[config.mk]
export PLATFORM = sky130hd
export DESIGN_NAME = xrc_rst_ctrl
export DESIGN_NICKNAME = d
export VERILOG_FILES = /design/src/rtl/xrc_pkg.sv /design/src/rtl/xrc_pin_filter.sv /design/src/rtl/xrc_host_regs.sv /design/src/rtl/xrc_settle.sv /design/src/rtl/xrc_rst_ctrl.sv
export SDC_FILE = /design/constraint.sdc
export NUM_CORES = 1
export LEC_CHECK = 0
export CAP_MARGIN = 0
export CORE_AREA = 2 2 123 101
export DETAILED_ROUTE_END_ITERATION = 10
export DIE_AREA = 0 0 125 103
export PLACE_DENSITY = 0.76
export SKIP_CTS_REPAIR_TIMING = 1
export SYNTH_ARGS = -nofsm -noshare
export SYNTH_HDL_FRONTEND = slang
export SYNTH_HIERARCHICAL = 1
export SYNTH_SLANG_ARGS = --single-unit
[constraint.sdc]
create_clock -name clk_i -period 2.5 [get_ports clk_i]
set_input_delay 0.25 -clock clk_i [delete_from_list [all_inputs] [get_ports clk_i]]
set_output_delay 0.25 -clock clk_i [all_outputs]
set_load 0.01 [all_outputs]
[src/rtl/xrc_pkg.sv]
package xrc_pkg;
  localparam int XRC_NCH      = 4;
  localparam int XRC_DW       = 8;
  localparam int XRC_AW       = 3;
  localparam int XRC_SRST_BIT = 2;
  localparam int XRC_GLB_BIT  = 0;
  localparam int XRC_GLB_ADDR = XRC_NCH;
  typedef logic [XRC_DW-1:0] xrc_word_t;
  typedef logic [XRC_AW-1:0] xrc_addr_t;
endpackage

[src/rtl/xrc_pin_filter.sv]
module xrc_pin_filter #(
  parameter int MIN_LOW = 2
) (
  input  logic clk_i,
  input  logic por_i,
  input  logic pin_n_i,
  output logic hw_acc_o
);
  localparam int RW = $clog2(MIN_LOW + 1);

  logic          sync1_q, sync2_q;
  logic [RW-1:0] run_q;
  logic          low;

  assign low = ~sync2_q;

  always_ff @(posedge clk_i or posedge por_i) begin
    if (por_i) begin
      sync1_q  <= 1'b1;
      sync2_q  <= 1'b1;
      run_q    <= '0;
      hw_acc_o <= 1'b0;
    end else begin
      sync1_q <= pin_n_i;
      sync2_q <= sync1_q;
      if (low) begin
        if (int'(run_q) < MIN_LOW) run_q <= run_q + 1'b1;
      end else begin
        run_q <= '0;
      end
      hw_acc_o <= low && (hw_acc_o || (int'(run_q) + 1 >= MIN_LOW));
    end
  end


  glitch_reject_chk: assert property (@(posedge clk_i) disable iff (por_i)
    $rose(hw_acc_o) |-> ($past(low) && (int'($past(run_q)) + 1 >= MIN_LOW)));


  release_follows_pin_chk: assert property (@(posedge clk_i) disable iff (por_i)
    hw_acc_o |-> $past(low));
endmodule

[src/rtl/xrc_host_regs.sv]
module xrc_host_regs
  import xrc_pkg::*;
(
  input  logic                clk_i,
  input  logic                por_i,
  input  logic                clr_i,
  input  logic                we_i,
  input  xrc_addr_t           addr_i,
  input  xrc_word_t           wdata_i,
  output xrc_word_t           rdata_o,
  output logic [XRC_NCH-1:0]  ch_srst_o,
  output logic                glb_srst_o
);
  logic [XRC_NCH-1:0][XRC_DW-1:0] cfg_q;
  xrc_word_t                      glb_q;

  for (genvar c = 0; c < XRC_NCH; c++) begin : g_cfg
    always_ff @(posedge clk_i or posedge por_i) begin
      if (por_i)                                 cfg_q[c] <= '0;
      else if (clr_i)                            cfg_q[c] <= '0;
      else if (we_i && addr_i == XRC_AW'(c))     cfg_q[c] <= wdata_i;
    end
    assign ch_srst_o[c] = cfg_q[c][XRC_SRST_BIT];


    cfg_hold_chk: assert property (@(posedge clk_i) disable iff (por_i)
      (!clr_i && !(we_i && addr_i == XRC_AW'(c))) |=> $stable(cfg_q[c]));


    cfg_clear_chk: assert property (@(posedge clk_i) disable iff (por_i)
      clr_i |=> (cfg_q[c] == '0));
  end

  always_ff @(posedge clk_i or posedge por_i) begin
    if (por_i)                                     glb_q <= '0;
    else if (clr_i)                                glb_q <= '0;
    else if (we_i && addr_i == XRC_AW'(XRC_GLB_ADDR)) glb_q <= wdata_i;
  end
  assign glb_srst_o = glb_q[XRC_GLB_BIT];

  always_comb begin
    rdata_o = '0;
    for (int c = 0; c < XRC_NCH; c++)
      if (addr_i == XRC_AW'(c)) rdata_o = cfg_q[c];
    if (addr_i == XRC_AW'(XRC_GLB_ADDR)) rdata_o = glb_q;
  end


  glb_clear_chk: assert property (@(posedge clk_i) disable iff (por_i)
    clr_i |=> (glb_q == '0));
endmodule

[src/rtl/xrc_settle.sv]
module xrc_settle #(
  parameter int SETTLE_CYC = 375000
) (
  input  logic clk_i,
  input  logic por_i,
  input  logic hold_i,
  output logic rst_o,
  output logic ready_o
);
  localparam int CW = $clog2(SETTLE_CYC + 1);

  logic [CW-1:0] cnt_q;

  always_ff @(posedge clk_i or posedge por_i) begin
    if (por_i) begin
      cnt_q   <= '0;
      rst_o   <= 1'b1;
      ready_o <= 1'b0;
    end else if (hold_i) begin
      cnt_q   <= '0;
      rst_o   <= 1'b1;
      ready_o <= 1'b0;
    end else begin
      rst_o <= 1'b0;
      if (!ready_o) begin
        if (cnt_q == CW'(SETTLE_CYC - 1)) ready_o <= 1'b1;
        else                              cnt_q   <= cnt_q + 1'b1;
      end
    end
  end


  ready_after_release_chk: assert property (@(posedge clk_i) disable iff (por_i)
    $rose(ready_o) |-> $past(!hold_i));


  hold_drops_ready_chk: assert property (@(posedge clk_i) disable iff (por_i)
    hold_i |=> (!ready_o && rst_o));


  ready_excl_rst_chk: assert property (@(posedge clk_i) disable iff (por_i)
    ready_o |-> !rst_o);
endmodule

[src/rtl/xrc_rst_ctrl.sv]
module xrc_rst_ctrl
  import xrc_pkg::*;
#(
  parameter int SETTLE_CYC = 375000,
  parameter int MIN_LOW    = 2
) (
  input  logic                clk_i,
  input  logic                por_i,
  input  logic                hw_rst_n_i,
  input  logic                reg_we_i,
  input  logic [XRC_AW-1:0]   reg_addr_i,
  input  logic [XRC_DW-1:0]   reg_wdata_i,
  output logic [XRC_DW-1:0]   reg_rdata_o,
  output logic [XRC_NCH-1:0]  ch_rst_o,
  output logic [XRC_NCH-1:0]  ch_ready_o
);
  logic               hw_acc;
  logic [XRC_NCH-1:0] ch_srst;
  logic               glb_srst;
  logic [XRC_NCH-1:0] hold;

  xrc_pin_filter #(.MIN_LOW(MIN_LOW)) u_pin (
    .clk_i    (clk_i),
    .por_i    (por_i),
    .pin_n_i  (hw_rst_n_i),
    .hw_acc_o (hw_acc)
  );

  xrc_host_regs u_regs (
    .clk_i      (clk_i),
    .por_i      (por_i),
    .clr_i      (hw_acc),
    .we_i       (reg_we_i),
    .addr_i     (reg_addr_i),
    .wdata_i    (reg_wdata_i),
    .rdata_o    (reg_rdata_o),
    .ch_srst_o  (ch_srst),
    .glb_srst_o (glb_srst)
  );

  for (genvar c = 0; c < XRC_NCH; c++) begin : g_ch
    assign hold[c] = hw_acc | glb_srst | ch_srst[c];

    xrc_settle #(.SETTLE_CYC(SETTLE_CYC)) u_settle (
      .clk_i   (clk_i),
      .por_i   (por_i),
      .hold_i  (hold[c]),
      .rst_o   (ch_rst_o[c]),
      .ready_o (ch_ready_o[c])
    );


    ch_srst_reset_chk: assert property (@(posedge clk_i) disable iff (por_i)
      ch_srst[c] |=> ch_rst_o[c]);


    glb_reset_chk: assert property (@(posedge clk_i) disable iff (por_i)
      glb_srst |=> ch_rst_o[c]);
  end


  always_comb begin
    if (por_i) por_outputs_chk: assert (ch_ready_o == '0);
  end
endmodule

==> flow_summary.json <==
{
  "period_minus_slack_ps": 2370,
  "p_sw_mw": 2.08,
  "globalplace.congestion": 0.875,
  "setup_viol": 0,
  "htreeDepth": 4,
  "fin_skew_ps": 9.99,
  "place_ws_ps": 140,
  "fin_worst_hold_slack_ps": 238,
  "numCtsBuffers": 17,
  "utilization": 0.659,
  "r2r-end": "g_ch[3].u_settle/cnt_q[18]",
  "synth_xor_area_frac": 0.0269,
  "grt_pass1_vias": 5264,
  "yosysWarnings": 6,
  "internal-power_mw": 4.26,
  "power_density_nw_per_um2": 816,
  "clk_latency_ps": 420,
  "fill_cells": 921,
  "synth.avg_cell_area_um2": 9.73,
  "die_h_um": 103,
  "clock_path_buffers": 2,
  "r2r_cells": 5,
  "synth_compound_gate_area_share": 0.126,
  "clkTransAtPathRegs_ps": 60,
  "cts.sinks": 129,
  "drc_errors": 0,
  "drtPass1Iterations": 5,
  "leakagePower_nw": 3.21,
  "syn-num-nets": 723,
  "hold_class": "in2async",
  "synthMuxAreaShare": 0.0611,
  "netlist_area_um2": 6840,
  "r2r_start": "g_ch[3].u_settle/cnt_q[0]",
  "antenna_left": 0,
  "die_width_um": 125,
  "grt_max_degree": 41,
  "crit_arrival_ps": 2120,
  "seqPwrFrac": 0.415,
  "required_ps": 2250,
  "async_reset_ff_frac": 1.00,
  "cap_violations": 0,
  "crit_path_frequent_cell": "clkdlybuf4s50_1",
  "cts_tree": "yes",
  "vias": 5620,
  "timing.slew.headroom": 0.450,
  "antenna_cells": 0,
  "io_pins": 31,
  "drtIter0Drc": 342,
  "cp_slowest_stage_delay_ps": 550,
  "synthFlopType": "dfrtp_1",
  "synth_top_family_by_area": "simple AND/OR/NAND/NOR gates",
  "rsz0062_at_grt": "no",
  "status": "complete, no violations",
  "cts_root_buf": "clkbuf_16",
  "r2r_slack_ps": 340,
  "tns_ps": 0,
  "die_area_um2": 12900,
  "crit_path_start_kind": "primary input",
  "p_total_mw": 6.34,
  "slowest_stage": "clkdlybuf4s50_1",
  "pwr-share-clk": 0.369,
  "hpwlAfterDp_um": 10200,
  "wl_per_cell_um": 17.1,
  "synth_seq_cells": 129,
  "port-buffer-count": 30,
  "via_per_inst": 6.31,
  "crit_path_end_kind": "output port",
  "syn_inst": 703,
  "synth_fa_ha_area_frac": 0.00914,
  "min_period_over_period": 0.948,
  "cp_max_fo": 19,
  "ys_types": 49,
  "worst_slew_pin_slew_ps": 825,
  "combPwrFrac": 0.216,
  "grt_antenna_before_repair": 0,
  "synthSimpleGateAreaFrac": 0.248,
  "grt_first_pass_wirelength_um": 25500,
  "drv_slew": 0,
  "swShare": 0.328,
  "yosysSeqAreaShare": 0.473,
  "areaGrowthSynthToFinish_pct": 13.6,
  "design.core.area_um2": 11800,
  "path_cells": "clkdlybuf4s50_1 -> buf_12 -> nor3b_2 -> a221o_1 -> clkdlybuf4s50_1",
  "rows": 36,
  "clock.fmax_ghz": 0.422,
  "nNetsFinal": 745,
  "synth_edf_count": 0,
  "initial_core_util": 0.580,
  "drive_gt1_frac": 0.0935,
  "setup_ws_ps": 129,
  "grt_overflow": 0,
  "drt-total-wl_um": 15200,
  "criticalPathCategory": "in2out",
  "hold_violations": 0,
  "grt_usage": 0.246,
  "ir_worst_vdd_mv": 0.622
}
-- power by group through the flow --
stage               clock network, mW  logic, mW  registers [mW]
finish                           2.34       1.37            2.63
floorplan                           0      0.984            2.61
detailed placement                  0       1.35            2.66
CTS                              2.40       1.36            2.63
global placement                    0       1.27            2.65
global route                     2.49       1.53            2.67
-- cells in the mapped netlist (6+ instances only) --
master    instances  share of area
nand3_1          20          0.015
a21oi_1          45          0.033
buf_4             6         0.0066
nor4_1           20          0.018
o31ai_1          28          0.031
dfrtp_1         123           0.45
nor2_1           63          0.035
xnor2_1          20          0.026
dfstp_2           6          0.023
nor3_1            9         0.0066
nand2_1          84          0.046
o311ai_0         12          0.015
inv_1            37          0.020
or4_1            40          0.044
o211ai_1         12          0.013
and3_1            8         0.0073
mux2i_1          35          0.051
or3_1            20          0.018
clkbuf_1         20          0.011
nand4_1          24          0.022
-- critical path, delay by kind of cell --
family,cells,cell delay (ps)
buffers and inverters,3,1160
AND/OR/NAND/NOR,1,430
AO/OA/AOI/OAI,1,280
-- area by class of cell --
class                   count  area, µm²  share of cell area
clock buffers              18        429              0.0552
clock inverters            14        136              0.0175
inverters                  37        139              0.0179
multi-input cells         498       3230               0.415
flip-flops and latches    129       3240               0.416
well taps                 152        190              0.0245
repair buffers             42        415              0.0534
-- metal layers --
layer / up-vias / share of wire / wire length, µm / global-route usage
li1: 2651 / - / - / -
met1: 2797 / 0.46 / 7030 / 0.329
met2: 157 / 0.48 / 7340 / 0.398
met3: 15 / 0.045 / 681 / 0.0638
met4: 0 / 0.012 / 186 / 0.0838
met5: - / 0 / 0 / 0
-- metrics by stage --
stage                     cells  instance area, µm²
after floorplan             703                6840
after global placement      858                7210
after detailed placement    858                7210
after CTS                   890                7770
after global routing        890                7770
final                       890                7770
-- placed cells by master (no fill, tap or decap), types with 3 or more instances in the layout --
master           netlist  layout
and3_1                 8       8
a2bb2oi_1              4       4
nand4_1               24      24
xnor2_1               20      20
o211a_1                4       4
dfrtp_1              123     123
inv_1                 37      37
clkbuf_16              0      17
or4_1                 40      40
nor2_1                63      63
or2_2                  4       4
a21oi_1               45      45
o21a_1                 4       4
o311ai_0              12      12
o31ai_1               28      28
buf_4                  6      10
nand2_1               84      84
nand3_1               20      20
clkdlybuf4s50_1        0      30
mux2_4                 3       3
o211ai_1              12      12
or3_1                 20      20
mux2i_1               35      35
nor3_1                 9       9
nor4_1                20      20
clkinv_4               0       7
a311oi_1               4       4
dfstp_2                6       6
nand4b_1               4       4
ha_1                   5       5
a221o_1                5       5
nand3_4                4       4
-- flip-flops by register name, summed over array words and instances, names as in the netlist --
signal	count
u_regs/cfg_q	28
g_ch.u_settle/rst_o	4
g_ch.u_settle/cnt_q	76
u_pin/run_q	2
u_pin/sync2_q	1
u_pin/hw_acc_o	1
u_regs/ch_srst_o	4
u_regs/glb_q	8
g_ch.u_settle/ready_o	4
u_pin/sync1_q	1
-- kinds of logic after synthesis --
logic type	count (synthesis)
buf+inv	76
flops	129
simple gates	309
mux	40
xor+xnor	21
fa+ha+maj	5
compound gates	123
-- worst max-delay path by stage --
stage                                   start                          to
floorplan           g_ch[0].u_settle/cnt_q[0]  g_ch[0].u_settle/cnt_q[18]
CTS                             reg_addr_i[2]              reg_rdata_o[4]
global placement                reg_addr_i[0]              reg_rdata_o[3]
detailed placement              reg_addr_i[2]              reg_rdata_o[4]
finish                          reg_addr_i[2]              reg_rdata_o[4]
global route                    reg_addr_i[0]              reg_rdata_o[4]
(Power assumes the default switching activity.)
